===== src/rtl/bitplane_acc_pkg.sv =====
package bitplane_acc_pkg;

  // Weight bit encoding: one means +1, zero means -1.
  typedef enum logic {
    OP_SUB = 1'b0,
    OP_ADD = 1'b1
  } term_op_e;

  // Headroom: one bit for negating the most negative significand,
  // clog2(rows) bits for summing a full tile.
  function automatic int acc_width(input int sig_w, input int rows);
    return sig_w + 1 + $clog2(rows);
  endfunction

endpackage


===== src/rtl/bp_term_gen.sv =====
module bp_term_gen
  import bitplane_acc_pkg::*;
#(
  parameter int SIG_W = 11,
  parameter int ACC_W = 17
) (
  input  logic [SIG_W-1:0] sig,
  input  logic             wbit,
  output logic [ACC_W-1:0] term
);

  localparam int EXT_W = ACC_W - SIG_W;

  logic [ACC_W-1:0] sig_ext;
  term_op_e         op;

  always_comb begin
    op      = term_op_e'(wbit);
    sig_ext = {{EXT_W{sig[SIG_W-1]}}, sig};
    if (op == OP_ADD) begin
      term = sig_ext;
    end else begin
      term = ~sig_ext + {{(ACC_W-1){1'b0}}, 1'b1};
    end
  end

endmodule


===== src/rtl/bp_seq.sv =====
module bp_seq (
  input  logic clk,
  input  logic rst_n,
  input  logic in_valid,
  input  logic in_start,
  input  logic in_last,
  output logic acc_en,
  output logic acc_clr,
  output logic res_cap,
  output logic done
);

  logic done_d;
  logic done_q;

  always_comb begin
    acc_en  = in_valid;
    acc_clr = in_valid & in_start;
    res_cap = in_valid & in_last;
    done_d  = res_cap;
  end

  always_ff @(posedge clk or negedge rst_n) begin
    if (!rst_n) begin
      done_q <= 1'b0;
    end else begin
      done_q <= done_d;
    end
  end

  assign done = done_q;

endmodule


===== src/rtl/bp_column.sv =====
module bp_column #(
  parameter int ACC_W = 17
) (
  input  logic             clk,
  input  logic             rst_n,
  input  logic             acc_en,
  input  logic             acc_clr,
  input  logic             res_cap,
  input  logic [ACC_W-1:0] term,
  output logic [ACC_W-1:0] result
);

  logic [ACC_W-1:0] acc_q;
  logic [ACC_W-1:0] acc_d;
  logic [ACC_W-1:0] res_q;

  always_comb begin
    if (acc_clr) begin
      acc_d = term;
    end else begin
      acc_d = acc_q + term;
    end
  end

  always_ff @(posedge clk or negedge rst_n) begin
    if (!rst_n) begin
      acc_q <= '0;
    end else if (acc_en) begin
      acc_q <= acc_d;
    end
  end

  always_ff @(posedge clk or negedge rst_n) begin
    if (!rst_n) begin
      res_q <= '0;
    end else if (res_cap) begin
      res_q <= acc_d;
    end
  end

  assign result = res_q;

endmodule


===== src/rtl/bitplane_acc_array.sv =====
module bitplane_acc_array
  import bitplane_acc_pkg::*;
#(
  parameter int SIG_W  = 11,
  parameter int ROWS   = 32,
  parameter int PLANES = 4,
  localparam int ACC_W = acc_width(SIG_W, ROWS)
) (
  input  logic                    clk,
  input  logic                    rst_n,
  input  logic                    in_valid,
  input  logic                    in_start,
  input  logic                    in_last,
  input  logic [SIG_W-1:0]        in_sig,
  input  logic [PLANES-1:0]       in_wbit,
  output logic                    out_done,
  output logic [PLANES*ACC_W-1:0] out_sum
);

  logic acc_en;
  logic acc_clr;
  logic res_cap;

  bp_seq u_seq (
    .clk      (clk),
    .rst_n    (rst_n),
    .in_valid (in_valid),
    .in_start (in_start),
    .in_last  (in_last),
    .acc_en   (acc_en),
    .acc_clr  (acc_clr),
    .res_cap  (res_cap),
    .done     (out_done)
  );

  for (genvar c = 0; c < PLANES; c++) begin : g_col
    logic [ACC_W-1:0] term;
    logic [ACC_W-1:0] result;

    bp_term_gen #(
      .SIG_W (SIG_W),
      .ACC_W (ACC_W)
    ) u_term (
      .sig  (in_sig),
      .wbit (in_wbit[c]),
      .term (term)
    );

    bp_column #(
      .ACC_W (ACC_W)
    ) u_col (
      .clk     (clk),
      .rst_n   (rst_n),
      .acc_en  (acc_en),
      .acc_clr (acc_clr),
      .res_cap (res_cap),
      .term    (term),
      .result  (result)
    );

    assign out_sum[c*ACC_W +: ACC_W] = result;
  end

endmodule


===== config.mk =====
export PLATFORM = sky130hd
export DESIGN_NAME = bitplane_acc_array
export DESIGN_NICKNAME = d
export VERILOG_FILES = /design/src/rtl/bitplane_acc_pkg.sv /design/src/rtl/bp_term_gen.sv /design/src/rtl/bp_seq.sv /design/src/rtl/bp_column.sv /design/src/rtl/bitplane_acc_array.sv
export SDC_FILE = /design/constraint.sdc
export NUM_CORES = 1
export LEC_CHECK = 0
export ABC_AREA = 1
export CAP_MARGIN = 20
export CORE_UTILIZATION = 40
export CTS_CLUSTER_DIAMETER = 120
export DETAILED_ROUTE_END_ITERATION = 10
export GPL_TIMING_DRIVEN = 0
export PLACE_DENSITY_LB_ADDON = 0.15
export SETUP_SLACK_MARGIN = 0.4
export SYNTH_ARGS = -nofsm -noshare
export SYNTH_HDL_FRONTEND = slang
export SYNTH_SLANG_ARGS = --single-unit
export TNS_END_PERCENT = 30

===== constraint.sdc =====
create_clock -name clk -period 2.35 [get_ports clk]
set_clock_uncertainty 0.2 [all_clocks]
set_input_delay 0.5875 -clock clk [delete_from_list [all_inputs] [get_ports clk]]
set_output_delay 0.5875 -clock clk [all_outputs]
set_load 0.1 [all_outputs]

# After elaboration in Yosys (flattened, before gate mapping)
# Index checks and enable logic that the tools add are counted.
# totals
register_bits	137
inputBits	20
out_inout_bits	69
elab_cells	25
# classes
add_sub_neg	5
muxes	8
n_bitwise	3
# ops
operator	n
17-bit two-way mux	8
17-bit adder	4
17-bit by 1-bit adder with 17-bit output (second input constant)	1
17-bit inverter	1
1-bit AND	2

# Logic depth before layout (Yosys ltp)
# depth
depth_word	5
depth_mapped	23
ltp_nobuf	23

# Modules after synthesis
# From an unflattened synthesis, not the netlist that was laid out.
# unflattened
cells_unflattened	1750
hier_area_um2	11659.9
# modules_own_cells
mod	n_inst	cells_per_inst	area_per_inst_um2	seq_area_each_um2
bp_column at g_col[0].u_col ...	3	364	2542.4	850.8
bp_column at g_col[3].u_col	1	364	2533.7	850.8
bp_term_gen	4	72	362.8	0.0
bp_seq	1	6	47.5	25.0

# Worst setup path before layout
# No wires, ideal clock.
# synth_path
path_type	input-to-reg
start	in in_sig[0]
end	reg g_col[0].u_col.res_q[8]
t_arrival_ns	2.674
t_required_ns	2.030
path_slack_ns	-0.644
path_stages	19
path_buffers	0
cell_sequence	inv_1 -> ha_1 -> nand3_2 -> nor2_1 -> nor2_2 -> inv_1 -> nand2_1 -> o21ai_0 -> inv_1 -> ha_1 -> nand2_1 -> inv_1 -> a21oi_1 -> nand2_1 -> or2_2 -> nand3_1 -> nand2_1 -> nand2_1 -> nand2_1
# synth_between
elab_chain_cells	5
# synth_lines
item	line_no	text
start: declaration	bitplane_acc_array.sv:14	input logic [SIG_W-1:0] in_sig,
17-bit inverter	bp_term_gen.sv:23	term = ~sig_ext + {{(ACC_W-1){1'b0}}, 1'b1};
17-bit by 1-bit adder with 17-bit output	bp_term_gen.sv:23	
17-bit two-way mux *	bp_term_gen.sv:20	if (op == OP_ADD) begin
17-bit adder	bp_column.sv:21	acc_d = acc_q + term;
17-bit two-way mux *	bp_column.sv:18	if (acc_clr) begin
end signal: assignment	bp_column.sv:35	res_q <= '0;
end signal: assignment	bp_column.sv:37	res_q <= acc_d;
end: declaration	bp_column.sv:15	logic [ACC_W-1:0] res_q;
# Every way passes the cells marked *; elsewhere a longest branch is shown, timed or not.
# A chain may end at the register's enable or synchronous reset.

# Worst setup path in the final report
# layout_path
start	in in_sig[1]
end	reg g_col[2].u_col.acc_q[16]
# layout_between
elab_chain_cells	5
# layout_lines
item	line_no	text
17-bit inverter	bp_term_gen.sv:23	
17-bit by 1-bit adder with 17-bit output	bp_term_gen.sv:23	
17-bit two-way mux *	bp_term_gen.sv:20	
17-bit adder	bp_column.sv:21	
17-bit two-way mux *	bp_column.sv:18	
end signal: assignment	bp_column.sv:27	acc_q <= '0;
end signal: assignment	bp_column.sv:29	acc_q <= acc_d;
end: declaration	bp_column.sv:13	logic [ACC_W-1:0] acc_q;
# Marks and branches as above.

==> flow_summary.ini <==
[status]
outcome = finished with violations
failed_checks = setup timing

[floorplan]
fp.dieH_um = 161.1
core_sq_um = 24600
die_width_um = 161.1
dieArea_sq_um = 25950
placementRows = 57
ios = 89
initial_core_util = 0.4115

[setup_path]
r2r_slack_ps = -10
reg2reg_from = g_col[2].u_col.acc_q[0]$_DFFE_PN0P_
path_max_fanout = 5
reg2reg_to = g_col[2].u_col.acc_q[16]$_DFFE_PN0P_
arrival_ps = 2990
cp-start-kind = input port
crit_type = in2reg
cp-end-kind = register
cp.required_ps = 2470
r2r_cells = 14

[logic_synthesis]
dominantRegCellSynth = dfrtp_1
yosys-top-cells-count = nand2_1 (653), dfrtp_1 (137), inv_1 (126), nand3_1 (115), nor2_1 (87)
avgSynthCellArea_sq_um = 6.662
synth-async-reset-ratio = 1.000
synth-seq-area-share = 0.3386
synthTopCellsByArea = dfrtp_1 (34%), nand2_1 (24%), ha_1 (8.5%)
synth-edff-count = 0
synth-seq-cells = 137
syn_nets = 1613
synth_warnings = 0
synth_most_common_cell = nand2_1
syn_inst = 1520
syn_area_sq_um = 10130
yosysTopAreaCell = dfrtp_1
synth_cell_types = 37
netlist.area_leader.share = 0.3386

[sta]
slew_viol_final = 0
setup_viol = 164
max_freq_mhz = 348.4
period_share = 1.221
finalHoldViolCount = 0
slew_headroom = 0.2674
rsz0062_at_grt = true
tightest_slew_ps = 1099
fin_crit_ps = 2870
setup_slack_ps = -520.5
hold_ws_ps = 266.7

[min_path]
hold_start = g_col[3].u_col.result[9]$_DFFE_PN0P_
hold_depth = 2
hold_path.class = reg2reg
hold_path_end = g_col[3].u_col.result[9]$_DFFE_PN0P_

[power]
irDropWorstVdd_v = 0.001018
leakage_nw = 6.931
p_per_area_nw_per_um2 = 1477

[detailed_routing]
drt_iter0_drc = 736
viasPerCell = 5.327
drc = 0
drt-total-wl_um = 37690
wire_per_inst_um = 18.68
dr.pass1.iters = 5
ant_nets = 0
via_count = 10750

[placement]
pre_cts_ws_ps = -1919
placed_cell_area_sq_um = 11550
dp.cells = 1929
portBuffers = 84
gp_congestion = 0.9646
place_hpwl_um = 25850

[clock_tree]
cts.sinks = 137
cts-htree-levels = 4
cts_tree = yes
cts-root-buf = clkbuf_16
clock_latency_ps = 440
numCtsBuffers = 17
clkTransAtPathRegs_ps = 60
cts_buffer_depth = 2

[global_route]
grt_pass1_vias = 10468
antenna_found_initial = 0
grt.overflow.total = 0
grt_usage = 0.2911
grt_pass1_wl_um = 57680
grt_max_degree = 74

[cells_and_area]
diodes = 0
final_area_sq_um = 14460
num-fill-cells = 2307
utilization = 0.5876
layout.nets = 1774
fin_cells = 2018
synthToLayoutAreaGrowth_pct = 42.79
drive_gt1_frac = 0.2963

[job]
drv_cap = 0
-- area by class of cell --
type | instances | area [sq um] | share of cell area
repair buffers | 142 | 1301 | 0.09000
clock inverters | 13 | 168.9 | 0.01168
plain buffers | 49 | 224.0 | 0.01549
clock buffers | 19 | 452.9 | 0.03133
inverters | 129 | 510.5 | 0.03531
flip-flops and latches | 137 | 3428 | 0.2371
multi-input cells | 1205 | 7968 | 0.5511
well taps | 324 | 405.4 | 0.02804
-- per-stage QoR --
step	setup TNS, ps	total power [mW]
CTS	-49650	20.04
global route	-69950	22.73
floorplan	-34220	12.94
finish	-53690	21.36
global placement	-942190	15.54
detailed placement	-211250	15.65
-- per-layer routing --
layer	share of wire	GRT usage
met5	0	0
met2	0.46	0.4671
met4	0.045	0.1394
met1	0.43	0.3750
met3	0.064	0.05855
-- critical path, stage by stage --
cell	delay (ps)
buf_12	110
clkinvlp_4	110
ha_4	190
nand3_4	150
nor2_4	160
xor2_4	100
buf_12	150
a21oi_4	240
ha_4	250
nand2_2	60
inv_2	40
nand2_2	50
nand2_2	60
a21oi_2	180
nand2_1	70
nand2_1	70
nand3_1	60
nand2_1	90
nand2_2	100
nand2_1	80
nand2_1	60
-- state kept, by name, summed over array words and instances (netlist names) --
| register | flops |
|---|---|
| g_col.u_col.result | 68 |
| g_col.u_col.acc_q | 68 |
| u_seq.done | 1 |
-- placed cells by master (no fill, tap or decap), types with 8 or more instances in the layout --
cell / instances
o21ai_2: 23
a31oi_1: 12
ha_1: 15
nor2_4: 10
nor2_2: 16
o21ai_4: 17
nand3b_1: 14
a21oi_1: 18
nand3_2: 36
nand3_1: 77
nand4_1: 8
nand2_1: 567
inv_2: 23
buf_6: 12
a21oi_2: 27
buf_2: 15
ha_4: 50
o21ai_1: 13
nand2_4: 15
xor2_1: 9
clkbuf_1: 22
buf_4: 75
o21ai_0: 42
inv_1: 97
clkdlybuf4s50_1: 45
a21oi_4: 13
nor2_1: 67
clkbuf_16: 17
nand2_2: 78
dfrtp_1: 137
-- where the power goes --
group          total (mW)  internal, mW  switching, mW
clock network        2.93          1.74           1.19
registers            4.20          3.35          0.846
logic                14.2          4.84           9.39
-- how the worst max path moves through the flow --
stage          startpoint                                    end  slack (ps)  cells after the start
2_1_floorplan   in_sig[1]  g_col[2].u_col.result[15]$_DFFE_PN0P_        -400                     16
3_3_place_gp        rst_n   g_col[0].u_col.acc_q[15]$_DFFE_PN0P_       -5350                      1
3_5_place_dp    in_sig[1]   g_col[1].u_col.acc_q[15]$_DFFE_PN0P_       -1920                     17
4_1_cts         in_sig[1]   g_col[2].u_col.acc_q[15]$_DFFE_PN0P_        -450                     18
5_1_grt         in_sig[6]   g_col[3].u_col.acc_q[14]$_DFFE_PN0P_        -680                     20
6_report        in_sig[1]   g_col[2].u_col.acc_q[16]$_DFFE_PN0P_        -520                     21
-- logic make-up (layout without fill, tap and decap cells) --
kind of cell / Yosys count / count (layout) / synth area share
AND/OR/NAND/NOR: 911 / 911 / 0.3681
AO/OA/AOI/OAI: 198 / 198 / 0.1110
buffers and inverters: 178 / 352 / 0.06808
flip-flops: 137 / 137 / 0.3386
adder cells (fa/ha/maj): 73 / 73 / 0.09317
XOR/XNOR: 19 / 19 / 0.01718
multiplexers: 4 / 4 / 0.003954
-- what timing repair did --
action,4_1_cts,5_1_grt
endpoints found under the hold margin,29,0
setup buffers,38,18
hold buffers,1,0
pin swaps,101,91
endpoints found under the setup margin,203,180
gates cloned,0,0
gates resized for setup,443,189
Power figures use the tool's default switching activity.
